**src/rtl/cwpa_pkg.sv**
```systemverilog
package cwpa_pkg;

    // Tags that travel alongside every symbol.
    typedef struct packed {
        logic sop;
        logic eop;
        logic erase;
    } sym_tag_t;

    localparam int TAG_W = $bits(sym_tag_t);

    typedef enum logic [1:0] {
        FE_NONE    = 2'd0,
        FE_NO_SOP  = 2'd1,
        FE_MID_SOP = 2'd2,
        FE_BAD_EOP = 2'd3
    } frame_fault_e;

    // Decide whether one accepted symbol breaks codeword framing.
    function automatic frame_fault_e judge_symbol(
        input logic sop,
        input logic eop,
        input logic at_start,
        input logic at_last
    );
        if (at_start && !sop)       return FE_NO_SOP;
        else if (!at_start && sop)  return FE_MID_SOP;
        else if (eop != at_last)    return FE_BAD_EOP;
        else                        return FE_NONE;
    endfunction

endpackage

```
**src/rtl/cwpa_pull_ctrl.sv**
```systemverilog
module cwpa_pull_ctrl #(
    parameter int DEPTH = 2,
    parameter int CNT_W = $clog2(DEPTH + 1)
) (
    input  logic             clk,
    input  logic             rst,
    input  logic [CNT_W-1:0] fill,
    input  logic             pop,
    input  logic             in_val,
    output logic             rd_en,
    output logic             push
);
    localparam int EW = CNT_W + 1;

    logic          req_q;
    logic [EW-1:0] committed;
    logic [EW-1:0] capacity;

    // Slots already owned: stored symbols plus the one requested last cycle.
    // A slot freed by this cycle's pop may be promised again.
    always_comb begin
        committed = {1'b0, fill} + EW'(req_q);
        capacity  = EW'(DEPTH) + EW'(pop);
        rd_en     = !rst && (committed < capacity);
    end

    always_ff @(posedge clk) begin
        if (rst) req_q <= 1'b0;
        else     req_q <= rd_en;
    end

    // Data is new only when the enable of the previous cycle asked for it.
    assign push = req_q && in_val;

endmodule

```
**src/rtl/cwpa_skid.sv**
```systemverilog
module cwpa_skid #(
    parameter int W     = 11,
    parameter int DEPTH = 2,
    parameter int CNT_W = $clog2(DEPTH + 1)
) (
    input  logic             clk,
    input  logic             rst,
    input  logic             push,
    input  logic [W-1:0]     wr_data,
    input  logic             ready,
    output logic             valid,
    output logic [W-1:0]     rd_data,
    output logic             pop,
    output logic [CNT_W-1:0] fill
);
    localparam int PTR_W = (DEPTH > 1) ? $clog2(DEPTH) : 1;
    localparam logic [PTR_W-1:0] LAST = PTR_W'(DEPTH - 1);

    logic [W-1:0]     slot [DEPTH];
    logic [PTR_W-1:0] wr_ptr, rd_ptr;

    assign valid   = (fill != '0);
    assign pop     = valid && ready;
    assign rd_data = slot[rd_ptr];

    for (genvar i = 0; i < DEPTH; i++) begin : g_slot
        always_ff @(posedge clk) begin
            if (push && wr_ptr == PTR_W'(i)) slot[i] <= wr_data;
        end
    end

    always_ff @(posedge clk) begin
        if (rst) begin
            wr_ptr <= '0;
            rd_ptr <= '0;
            fill   <= '0;
        end else begin
            if (push) wr_ptr <= (wr_ptr == LAST) ? '0 : wr_ptr + 1'b1;
            if (pop)  rd_ptr <= (rd_ptr == LAST) ? '0 : rd_ptr + 1'b1;
            case ({push, pop})
                2'b10:   fill <= fill + 1'b1;
                2'b01:   fill <= fill - 1'b1;
                default: fill <= fill;
            endcase
        end
    end


    no_overflow_chk: assert property (@(posedge clk) disable iff (rst)
        (push && !pop) |-> (fill < CNT_W'(DEPTH)));


    hold_chk: assert property (@(posedge clk) disable iff (rst)
        (valid && !ready) |=> (valid && $stable(rd_data)));

endmodule

```
**src/rtl/cwpa_frame_chk.sv**
```systemverilog
module cwpa_frame_chk
    import cwpa_pkg::*;
#(
    parameter int CW_LEN = 7,
    parameter int POS_W  = (CW_LEN > 1) ? $clog2(CW_LEN) : 1
) (
    input  logic clk,
    input  logic rst,
    input  logic push,
    input  logic sop,
    input  logic eop,
    output logic frame_err
);
    localparam logic [POS_W-1:0] LAST_POS = POS_W'(CW_LEN - 1);

    logic [POS_W-1:0] pos;
    logic             at_start, at_last;
    frame_fault_e     fault;

    assign at_start = (pos == '0);
    assign at_last  = (pos == LAST_POS);

    always_comb begin
        fault = FE_NONE;
        if (push) fault = judge_symbol(sop, eop, at_start, at_last);
    end

    always_ff @(posedge clk) begin
        if (rst) begin
            pos       <= '0;
            frame_err <= 1'b0;
        end else if (push) begin
            if (fault != FE_NONE) frame_err <= 1'b1;
            if (sop)                  pos <= eop ? '0 : POS_W'(1);
            else if (at_start)        pos <= '0;
            else if (eop || at_last)  pos <= '0;
            else                      pos <= pos + 1'b1;
        end
    end


    pos_range_chk: assert property (@(posedge clk) disable iff (rst)
        pos <= LAST_POS);


    err_sticky_chk: assert property (@(posedge clk) disable iff (rst)
        frame_err |=> frame_err);

endmodule

```
**src/rtl/cw_pull_adapter.sv**
```systemverilog
module cw_pull_adapter
    import cwpa_pkg::*;
#(
    parameter int SYM_W  = 8,
    parameter int CW_LEN = 7,
    parameter int DEPTH  = 2
) (
    input  logic             clk,
    input  logic             rst,
    output logic             rd_en,
    input  logic             in_val,
    input  logic             in_sop,
    input  logic             in_eop,
    input  logic [SYM_W-1:0] in_sym,
    input  logic             in_erase,
    output logic             out_valid,
    input  logic             out_ready,
    output logic             out_sop,
    output logic             out_eop,
    output logic [SYM_W-1:0] out_sym,
    output logic             out_erase
    ,
    output logic             frame_err
);
    localparam int CNT_W = $clog2(DEPTH + 1);
    localparam int ENT_W = SYM_W + TAG_W;

    typedef struct packed {
        logic [SYM_W-1:0] sym;
        sym_tag_t         tag;
    } entry_t;

    entry_t           in_ent, out_ent;
    logic             push, pop;
    logic [CNT_W-1:0] fill;

    assign in_ent.sym       = in_sym;
    assign in_ent.tag.sop   = in_sop;
    assign in_ent.tag.eop   = in_eop;
    assign in_ent.tag.erase = in_erase;

    cwpa_pull_ctrl #(.DEPTH(DEPTH), .CNT_W(CNT_W)) u_ctrl (
        .clk    (clk),
        .rst    (rst),
        .fill   (fill),
        .pop    (pop),
        .in_val (in_val),
        .rd_en  (rd_en),
        .push   (push)
    );

    cwpa_skid #(.W(ENT_W), .DEPTH(DEPTH), .CNT_W(CNT_W)) u_skid (
        .clk     (clk),
        .rst     (rst),
        .push    (push),
        .wr_data (in_ent),
        .ready   (out_ready),
        .valid   (out_valid),
        .rd_data (out_ent),
        .pop     (pop),
        .fill    (fill)
    );

    cwpa_frame_chk #(.CW_LEN(CW_LEN)) u_frame (
        .clk       (clk),
        .rst       (rst),
        .push      (push),
        .sop       (in_sop),
        .eop       (in_eop),
        .frame_err (frame_err)
    );

    assign out_sym   = out_ent.sym;
    assign out_sop   = out_ent.tag.sop;
    assign out_eop   = out_ent.tag.eop;
    assign out_erase = out_ent.tag.erase;


    reset_clear_chk: assert property (@(posedge clk) disable iff (rst)
        $past(rst) |-> (!out_valid && !frame_err));

endmodule

```
**config.mk**
```make
export PLATFORM = sky130hd
export DESIGN_NAME = cw_pull_adapter
export DESIGN_NICKNAME = d
export VERILOG_FILES = /design/src/rtl/cwpa_pkg.sv /design/src/rtl/cwpa_pull_ctrl.sv /design/src/rtl/cwpa_skid.sv /design/src/rtl/cwpa_frame_chk.sv /design/src/rtl/cw_pull_adapter.sv
export SDC_FILE = /design/constraint.sdc
export NUM_CORES = 1
export LEC_CHECK = 0
export BUFFER_PORTS_ARGS = -buffer_cell sky130_fd_sc_hd__buf_4
export CAP_MARGIN = 40
export CORE_MARGIN = 2
export CORE_UTILIZATION = 40
export DETAILED_ROUTE_END_ITERATION = 16
export HOLD_SLACK_MARGIN = 0.02
export PLACE_DENSITY = 0.6
export SLEW_MARGIN = 5
export SYNTH_ARGS = -nofsm -noshare
export SYNTH_HDL_FRONTEND = slang
export SYNTH_HIERARCHICAL = 1
export SYNTH_SLANG_ARGS = --single-unit
```
**constraint.sdc**
```tcl
create_clock -name clk -period 1.7 [get_ports clk]
set_input_delay 0.085 -clock clk [delete_from_list [all_inputs] [get_ports clk]]
set_output_delay 0.085 -clock clk [all_outputs]
set_load 0.02 [all_outputs]
```
* Word-level counts from Yosys, hierarchy flattened
Memories as Yosys holds them, arrays and structs flattened. A register that Yosys moved wholly into a read port is not among the register bits.
Index checks and enable logic that the tools add are counted.
** Storage, ports and cells
- Register bits after elaboration :: 9
- Bits in writable memories :: 22
- Bits of input ports :: 15
- Word-level logic and storage cells :: 57
- Memories :: 1
** Operators by class
- Add/subtract/negate cells :: 7
- Magnitude comparators :: 1
- Eq/ne operators :: 4
- Muxes and demuxes :: 20
- Bitwise operators :: 1
- Reductions and logical operators :: 17
** Memories
- u_skid.slot :: depth 2, width 11, rd ports 1, clocked after memory_dff 1, wr ports 1, line cwpa_skid.sv:19 : logic [W-1:0] slot [DEPTH];
** Operator list (count)
- 2-to-1 mux 1 bit :: 11
- 2-to-1 mux 11 bit :: 1
- OR reduction 11 bit :: 1
- 2-to-1 mux 3 bit :: 3
- 2-to-1 mux 2 bit :: 4
- logical AND 1 bit :: 7
- nonzero test 2 bit :: 3
- one-hot mux 2 bit (2 select lines) :: 1
- adder 2 x 1 -> 3 bit :: 1
- adder 2 x 1 -> 3 bit (first input constant) :: 1
- adder 3 x 1 -> 3 bit (second input constant) :: 1
- == test 3 bit (second input constant) :: 1
- logical NOT 1 bit :: 3
- logical NOT 3 bit :: 1
- < comparator 3 bit :: 1
- adder 1 bit (second input constant) :: 2
- adder 2 x 1 -> 2 bit (second input constant) :: 1
- == test 2 x 1 -> 1 bit (second input constant) :: 1
- == test 2 bit (second input constant) :: 1
- AND reduction 2 bit :: 1
- subtractor 2 x 1 -> 2 bit (second input constant) :: 1
- logical OR 1 bit :: 1
- != test 1 bit :: 1
- inverter 1 bit :: 1

* Logic depth before layout (Yosys ltp)
Gate-level depths: netlist (run 1).
- Depth after elaboration :: 8
- Mapped depth :: 6
- Gate-level depth less buffers :: 6

* By module
The synthesis (run 1) kept the hierarchy.
** By module, submodules not included
- cwpa_skid :: times used 1, cells each 56, area each 997.2 µm², sequential area each 760.7 µm²
- cwpa_frame_chk :: times used 1, cells each 29, area each 264.0 µm², sequential area each 80.1 µm²
- cwpa_pull_ctrl :: times used 1, cells each 7, area each 80.1 µm², sequential area each 20.0 µm²

* Worst setup path before layout (run 1)
OpenSTA, ideal clock, no wires.
- Path kind :: reg-to-output
- From :: register u_skid.fill[0]
- To :: output port rd_en
- Data arrival time :: 1.366 ns
- Slack :: 0.249 ns
- Cell stages (with the launch flop) :: 4
- Path buffers :: 0
- Cell sequence :: dfxtp_1 > ha_1 > ha_1 > a211oi_1
** Between the ends
- Longest elaborated chain between the ends :: 5
- Elaborated cells between the ends (all ways) :: 6
- Those cells by class :: add/sub: 2; order compare: 1; reduce/logical: 3
** Ends and longest elaborated chain
- start: declaration :: line cwpa_skid.sv:14 : output logic [CNT_W-1:0] fill
- start signal: assignment :: line cwpa_skid.sv:41 : 2'b10: fill <= fill + 1'b1;
- start signal: assignment :: line cwpa_skid.sv:42 : 2'b01: fill <= fill - 1'b1;
- start signal: assignment :: line cwpa_skid.sv:43 : default: fill <= fill;
- nonzero test 2 bit :: line cwpa_skid.sv:22 : assign valid = (fill != '0);
- logical AND 1 bit :: line cwpa_skid.sv:23 : assign pop = valid && ready;
- adder 2 x 1 -> 3 bit :: line cwpa_pull_ctrl.sv:23 : capacity = EW'(DEPTH) + EW'(pop);
- < comparator 3 bit * :: line cwpa_pull_ctrl.sv:24 : rd_en = !rst && (committed < capacity);
- logical AND 1 bit * :: line cwpa_pull_ctrl.sv:24
- end: declaration :: line cw_pull_adapter.sv:10 : output logic rd_en,
Mark *: on every way between the ends. The rest lies on a longest branch, timed or not.

* Worst setup path in the final report (run 1)
Ends and elaborated chain as after synthesis.

==> results of run 1 <==
## kinds of logic (layout without fill, tap and decap cells)
family	count (synthesis)	after routing
compound gates	9	9
xor+xnor	6	6
fa+ha+maj	7	7
buf+inv	7	56
flops	32	32
mux	12	12
simple gates	19	19
## through the flow
step	setup TNS (ns)	util, %	hold slack [ns]
final	0	55.4	0.203
after detailed placement	0	49.2	0.276
after CTS	0	55.1	0.183
after global routing	-0.00989	55.4	0.194
after global placement	0	49.2	0.271
after floorplan	0	-	0.153
## layout make-up
class | count | area, um2
clock inverters | 3 | 37.5
inverters | 5 | 18.8
repair buffers | 43 | 353
well taps | 46 | 57.6
fillers | 288 | 1470
flip-flops and latches | 32 | 863
multi-input cells | 53 | 450
clock buffers | 5 | 37.5
## synth_stat cells, types with 2 or more instances
library cell / n / share of area [%]
edfxtp_1: 22 / 49
mux2_1: 11 / 9.2
dfxtp_1: 10 / 15
nor2_1: 8 / 2.2
ha_1: 7 / 6.5
a211oi_1: 5 / 2.8
inv_1: 5 / 1.4
xnor2_1: 4 / 2.6
nand2_1: 3 / 0.84
and2_1: 2 / 0.93
xor2_1: 2 / 1.3
## worst max-delay path, cell delays in order, from the launching register on
cell and delay (ns):
dfxtp_2 0.36, ha_1 0.20, ha_1 0.30, a211oi_2 0.18, buf_4 0.17
## layout by cell type (no fill, tap or decap), types with 2 or more instances in the layout
cell type / n
a211oi_1: 4
clkbuf_4: 5
and2_1: 2
buf_4: 31
clkinv_1: 2
edfxtp_1: 22
xor2_1: 2
mux2_1: 11
inv_1: 5
nor2_1: 8
dfxtp_1: 8
dlygate4sd3_1: 12
dfxtp_2: 2
ha_1: 7
nand2_1: 3
xnor2_1: 4
## flip-flops by register name, indices dropped and copies added (netlist names), named ones only
register and flops:
u_skid/slot 22, u_frame/pos 3, u_skid/fill 2, u_ctrl/req_q 1, u_frame/frame_err 1, u_skid/rd_ptr 1
u_skid/wr_ptr 1
## report_power, final
group	switching [mW]	internal [mW]	leakage, nW
Clock	0.238	0.300	0.0403
Combinational	0.365	0.369	0.386
Sequential	0.0854	0.952	0.284
## final timing paths
path	from	endpoint	slack, ns	cells after the start
worst min-delay path	out_ready	u_ctrl/req_q$_SDFF_PP0_	0.20	4
worst min register to register	u_frame/frame_err$_SDFFE_PP0P_	u_frame/frame_err$_SDFFE_PP0P_	0.51	2
worst max register to register	u_skid/fill[0]$_SDFFE_PP0P_	u_skid/fill[1]$_SDFFE_PP0P_	0.15	4
worst max-delay path	u_skid/fill[0]$_SDFFE_PP0P_	rd_en	0.09	4
## per-layer routing
layer / part of all wire [%] / up-vias
met5: 0 / -
met4: 1.4 / 0
met2: 49 / 25
li1: - / 430
met3: 5.7 / 2
met1: 44 / 400
## repair_timing
action,CTS,global route
gates resized for setup,0,3
hold buffers,12,0
endpoints found under the hold margin,31,0
endpoints found under the setup margin,0,6
==> flow_summary.yaml, run 1 <==
cts:
  clock_path_buffers: 2
  numCtsBuffers: 5
  htree_num_levels: 2
  cts_tree: "done"
  clock_sinks: 32
  clk_pin_slew_ns: 0.10
  root_buffer: "clkbuf_4"
  insertion_delay_ns: 0.32
  cts_setup_buffers: 0
synthesis:
  synth_top_family_by_area: "multiplexers"
  synth_edf_count: 22
  synthArstFlopShare_pct: 0
  synth_cell_types: 24
  synth_nets: 114
  ys_seq_elements: 32
  synth_compound_area_share_pct: 5.32
  ys.flop_type: "edfxtp_1"
  netlist_instances: 92
  synthesis.area_um2: 1340
  synth_seq_area_share_pct: 64.2
  synthXorXnorAreaFrac_pct: 3.92
  yosys.area_share.simple_pct: 7.46
  synth_fa_ha_area_share_pct: 6.53
  syn_avg_cell_area_um2: 14.6
  ys.warnings.count: 6
  synth_mux_area_share_pct: 9.98
die:
  chipWidth_um: 61.9
  die_area_um2: 3830
  num_rows: 21
  start_util_pct: 40.8
  die_h_um: 61.9
  core_um2: 3280
  io_pins: 29
global_route:
  grt_most_used_layer: "met2"
  use_met1_pct: 13.7
  antenna_found_initial: 0
  grt_use_total_pct: 13.7
  grt_pass1_wl_um: 3570
  grt_max_degree: 12
  gr-usage-met3_pct: 6.00
  grt_pass1_vias: 856
  grt_remaining_overflow: 0
  use_met2_pct: 23.3
placement:
  port_buffers: 28
  post-place-cells: 167
  post-place-ws_ns: 0.154
  dp_hpwl_um: 1540
  postPlaceCellArea_um2: 1620
  gp_congestion: 0.702
critical_path:
  path_max_fanout: 5
  endpoint_kind: "output port"
  worst_setup_path_start_kind: "register"
  crit_required_ns: 1.62
  critPathArrivalTime_ns: 1.52
  path_class: "register to output port"
final_layout:
  final_cells: 187
  nets: 162
  area_growth_pct: 35.5
  fin_area_um2: 1820
  diodes: 0
  drive_gt1_share_pct: 31.2
power:
  power_density_nw_per_um2: 1270
  ir_worst_vdd_uv: 1020
  power_leakage_nw: 0.711
  total_power_mw: 2.31
sta:
  fin_skew_ns: 0.0117
  setup_viol: 0
  slew_headroom_pct: 81.6
  worst_slew_pin_slew_ns: 0.275
  min_period_over_period_pct: 94.5
  worst_slack_ns: 0.0938
  final_max_slew_viol_count: 0
  period_needed_ns: 1.61
  finalHoldViolations: 0
  fmaxAchievable_mhz: 623
detailed_routing:
  drtAntennaViolNets: 0
  drcViolationCount: 0
  routed_wirelength_um: 2280
  first_pass_iters: 6
  vias: 857
  drt-vias-per-instance: 4.58
  wl_per_cell_um: 12.2
  drt_iter0_drc: 10
run_status:
  status: "finished clean"
min_path:
  hold_path.class: "primary input to register"
job:
  maxCapViolCount: 0
Power figures use the tool's default switching activity.
==> run 2: changes to the inputs <==
- CORE_ASPECT_RATIO: not set -> 0.7
==> run 2 against run 1 <==
Against the previous run:
- combinational power up 7.2%
- fmax is 0.84% higher
- flip-flop and latch count unchanged
- power is 8.2% higher
- core utilization rose by 2.8 points
- critical path type unchanged
- critical endpoint unchanged
- largest power group unchanged
==> flow_summary.yaml, run 2 (synthesis results as in run 1) <==
run_status:
  status: "finished clean"
critical_path:
  r2r_start: "u_skid/fill[0]$_SDFFE_PP0P_"
  crit_required_ns: 1.62
  path_max_fanout: 5
  crit_start: "u_skid/fill[0]$_SDFFE_PP0P_"
  worst_setup_path_start_kind: "register"
  path_class: "register to output port"
  endpoint_kind: "output port"
  critPathArrivalTime_ns: 1.51
detailed_routing:
  drt-vias-per-instance: 4.89
  drtAntennaViolNets: 0
  vias: 881
  drt_iter0_drc: 17
  drcViolationCount: 0
  wl_per_cell_um: 13.3
  first_pass_iters: 3
  routed_wirelength_um: 2390
die:
  die_area_um2: 3840
  core_um2: 3170
  die_h_um: 52.5
  io_pins: 29
  start_util_pct: 42.3
  num_rows: 17
  chipWidth_um: 73.2
power:
  power_leakage_nw: 0.731
  ir_worst_vdd_uv: 818
  power_density_nw_per_um2: 1360
cts:
  htree_num_levels: 2
  clk_pin_slew_ns: 0.07
  clock_sinks: 32
  insertion_delay_ns: 0.28
  cts_tree: "done"
  root_buffer: "clkbuf_8"
  clock_path_buffers: 2
  numCtsBuffers: 5
  cts_setup_buffers: 0
placement:
  dp_hpwl_um: 1690
  port_buffers: 28
  gp_congestion: 0.718
sta:
  finalHoldViolations: 0
  grt_setup_unrepaired: "no"
  worst_hold_slack_ns: 0.0649
  slew_headroom_pct: 81.5
  worst_slew_pin_slew_ns: 0.277
  setup_viol: 0
  period_needed_ns: 1.59
  fmaxAchievable_mhz: 628
  min_period_over_period_pct: 93.7
  fin_skew_ns: 0.00342
  final_max_slew_viol_count: 0
  finalSetupTns_ns: 0
min_path:
  hold_path.startpoint: "rst"
  hold_path.class: "primary input to register"
final_layout:
  fillCellCount: 271
  nets: 163
  area_growth_pct: 37.4
  multi_input_area_um2: 450
  fin_util_pct: 58.2
  top_register: "u_skid/slot"
  drive_gt1_share_pct: 31.7
  diodes: 0
  largestRegisters: "u_skid/slot (22), u_frame/pos (3), u_skid/fill (2)"
  seqCellArea_um2: 861
  largest_register_ffs: 22
  final_cell_mix: "33 x buf_4, 22 x edfxtp_1, 11 x dlygate4sd3_1, 11 x mux2_1, 10 x dfxtp_1"
  layout_commonest_cell: "buf_4"
job:
  maxCapViolCount: 0
global_route:
  grt_use_total_pct: 14.2
  grt_pass1_wl_um: 3810
  grt_remaining_overflow: 0
  antenna_found_initial: 0
  grt_pass1_vias: 868
  grt_max_degree: 12
[run 2: path summary, 6_finish.rpt]
check | end | slack, ns | depth (start not counted)
min reg2reg | u_frame/frame_err$_SDFFE_PP0P_ | 0.53 | 2
max | rd_en | 0.11 | 4
max reg2reg | u_skid/fill[1]$_SDFFE_PP0P_ | 0.17 | 4
min | u_frame/pos[0]$_SDFFE_PP0P_ | 0.06 | 2
[run 2: critical path, cell delays in order (launching register included)]
cell and delay [ns]:
dfxtp_1 0.36, ha_1 0.23, ha_1 0.30, a211oi_2 0.18, buf_4 0.17
[run 2: per-layer routing]
metal	global-route usage [%]	wire length (um)	vias to the layer above
met4	7.41	40	0
met1	17.2	1180	426
met5	0	0	-
met2	21.2	1010	21
met3	6.54	161	6
li1	-	-	428
[run 2: per-stage QoR]
stage / setup slack, ns / instance area, um2 / total power [mW] / cells
after CTS: 0.0666 / 1840 / 2.51 / 180
after floorplan: 0.249 / 1340 / 1.50 / 92
final: 0.107 / 1840 / 2.50 / 180
after detailed placement: 0.180 / 1620 / 1.78 / 161
after global placement: 0.235 / 1620 / 1.76 / 161
after global routing: 0.0286 / 1840 / 2.62 / 180
[run 2: timing repair]
item / CTS / global route
hold endpoints to repair: 22 / 0
endpoints found under the setup margin: 0 / 1
hold buffers: 11 / 0
resized for setup: 0 / 1
[run 2: final cells by class]
| class | count | area share, % |
|---|---|---|
| clock inverters | 2 | 1.90 |
| clock buffers | 6 | 3.94 |
| well taps | 38 | 2.58 |
| inverters | 5 | 1.02 |
| multi-input cells | 53 | 24.4 |
| repair buffers | 44 | 19.4 |
| flip-flops and latches | 32 | 46.7 |
[run 2: report_power, final]
part           switching (mW)  internal, mW  leakage [nW]
clock                   0.272         0.434        0.0552
sequential             0.0575         0.949         0.284
combinational           0.401         0.386         0.393
==> run 3: changes to the inputs <==
- CORE_MARGIN: 2 -> 1
==> run 3 against run 2 <==
Against the previous run:
- the run now ends with DRC left
- critical endpoint unchanged
- setup slack improved by 0.00053 ns
- combinational power up 1%
- worst hold slack better by 0.011 ns
- die area shrank 6.4%
- sequential power barely moved
- highest routed layer unchanged
==> flow_summary.yaml, run 3 (synthesis results as in run 1) <==
detailed_routing:
  drt_iter0_drc: 29
  routed_wirelength_um: 2400
  drtAntennaViolNets: 0
  drcViolationCount: 2
  wl_per_cell_um: 13.2
  vias: 852
  first_pass_iters: 10
  drt-vias-per-instance: 4.71
power:
  power_leakage_nw: 0.726
  ir_worst_vdd_uv: 948
  power_density_nw_per_um2: 1300
critical_path:
  path_class: "register to output port"
  reg2reg_depth: 4
  cp_slowest_cell: "dfxtp_1"
  cp_slowest_stage_delay_ns: 0.36
  endpoint_kind: "output port"
  cp.depth: 4
  r2r_start: "u_skid/fill[0]$_SDFFE_PP0P_"
  cp_top_family: "adder cells"
  cp_cell_sequence: "ha_1 -> ha_1 -> a211oi_2 -> buf_4"
  crit_required_ns: 1.62
  cp_common_cell: "ha_1"
  path_max_fanout: 5
  worst-path-buf-inv: 1
  r2r-end: "u_skid/fill[1]$_SDFFE_PP0P_"
  worst_setup_path_start_kind: "register"
  r2r_slack_ns: 0.15
  critPathArrivalTime_ns: 1.51
sta:
  finalHoldViolations: 0
  fin_skew_ns: 0.00529
  min_period_over_period_pct: 93.7
  final_max_slew_viol_count: 0
  grt_setup_unrepaired: "no"
  period_needed_ns: 1.59
  worst_slew_pin_slew_ns: 0.203
  slew_headroom_pct: 86.4
  fmaxAchievable_mhz: 628
  setup_viol: 0
  finalSetupTns_ns: 0
die:
  die_area_um2: 3590
  core_um2: 3170
  chipWidth_um: 71.2
  io_pins: 29
  die_h_um: 50.5
  start_util_pct: 42.3
  num_rows: 17
cts:
  clock_sinks: 32
  insertion_delay_ns: 0.28
  numCtsBuffers: 5
  clock_path_buffers: 2
  cts_tree: "done"
  root_buffer: "clkbuf_8"
  clk_pin_slew_ns: 0.06
  htree_num_levels: 2
run_status:
  violations: "DRC"
  status: "finished, violations left"
final_layout:
  area_growth_pct: 36.9
  diodes: 0
  drive_gt1_share_pct: 32.2
  nets: 164
  largestRegisters: "u_skid/slot (22), u_frame/pos (3), u_skid/fill (2)"
  final_cell_mix: "34 x buf_4, 22 x edfxtp_1, 11 x dlygate4sd3_1, 11 x mux2_1, 10 x dfxtp_1"
  fin_util_pct: 58.0
  largest_register_ffs: 22
  top_register: "u_skid/slot"
  layout_commonest_cell: "buf_4"
global_route:
  grt_max_degree: 12
  grt_pass1_wl_um: 3810
  grt_use_total_pct: 15.0
  grt_remaining_overflow: 0
  antenna_found_initial: 0
  grt_pass1_vias: 808
min_path:
  hold_path.class: "primary input to register"
  hold_path.startpoint: "rst"
  hold_depth: 2
  min_to: "u_frame/pos[1]$_SDFFE_PP0P_"
placement:
  dp_hpwl_um: 1670
  port_buffers: 28
  gp_congestion: 0.714
job:
  maxCapViolCount: 0
[run 3: changes by cell type in the layout (fill, tap and decap cells not counted), sizes merged]
| cell | change |
|---|---|
| clkinv | -1 |
| buf | +1 |
| clkinvlp | +1 |
| bufinv | -1 |
| clkbuf | +1 |
[run 3: what timing repair did]
item,CTS,global route
endpoints found under the hold margin,22,0
resized for setup,0,1
buffers inserted,0,0
setup endpoints to repair,0,1
hold buffers,11,0
[run 3: area by class of cell]
class                   instances  area (um2)
fillers                       276        1330
well taps                      38        47.5
clock inverters                 1        7.51
flip-flops and latches         32         861
repair buffers                 45         365
clock buffers                   7        86.3
multi-input cells              53         450
inverters                       5        18.8
[run 3: worst max-delay path by stage]
stage,slack [ns],from,endpoint
6_report,0.11,u_skid/fill[0]$_SDFFE_PP0P_,rd_en
5_1_grt,0.03,u_skid/fill[0]$_SDFFE_PP0P_,rd_en
4_1_cts,0.05,u_skid/fill[0]$_SDFFE_PP0P_,rd_en
3_5_place_dp,0.16,u_skid/fill[0]$_SDFFE_PP0P_,u_skid/fill[1]$_SDFFE_PP0P_
3_3_place_gp,0.24,u_skid/fill[0]$_SDFFE_PP0P_,u_skid/fill[1]$_SDFFE_PP0P_
2_1_floorplan,0.25,u_skid/fill[0]$_SDFFE_PP0P_,rd_en
[run 3: worst register-to-register path: cells and delay by family, from the launching register on]
kind,cells,cell delay [ns]
AO/OA/AOI/OAI,2,0.42
flip-flops,1,0.36
adder cells (fa/ha/maj),1,0.32
AND/OR/NAND/NOR,1,0.38
[run 3: power by group]
group	switching [mW]	internal, mW
Combinational	0.411	0.385
Clock	0.261	0.328
Sequential	0.0547	0.949
Total	0.727	1.66
[run 3: through the flow]
step	power, mW	area (um2)	setup WS (ns)	instances	hold slack, ns
2_1_floorplan	1.50	1340	0.249	92	0.153
3_3_place_gp	1.76	1630	0.236	162	0.271
3_5_place_dp	1.79	1630	0.156	162	0.273
4_1_cts	2.42	1830	0.0525	181	0.0583
5_1_grt	2.53	1840	0.0271	181	0.0810
6_report	2.39	1840	0.108	181	0.0761
[run 3: metal layers]
| layer | vias to the layer above | wire length [um] | GRT usage (%) |
|---|---|---|---|
| li1 | 432 | - | - |
| met2 | 22 | 1020 | 22.1 |
| met4 | 0 | 13 | 6.00 |
| met5 | - | 0 | 0 |
| met3 | 2 | 161 | 7.43 |
| met1 | 396 | 1200 | 18.8 |
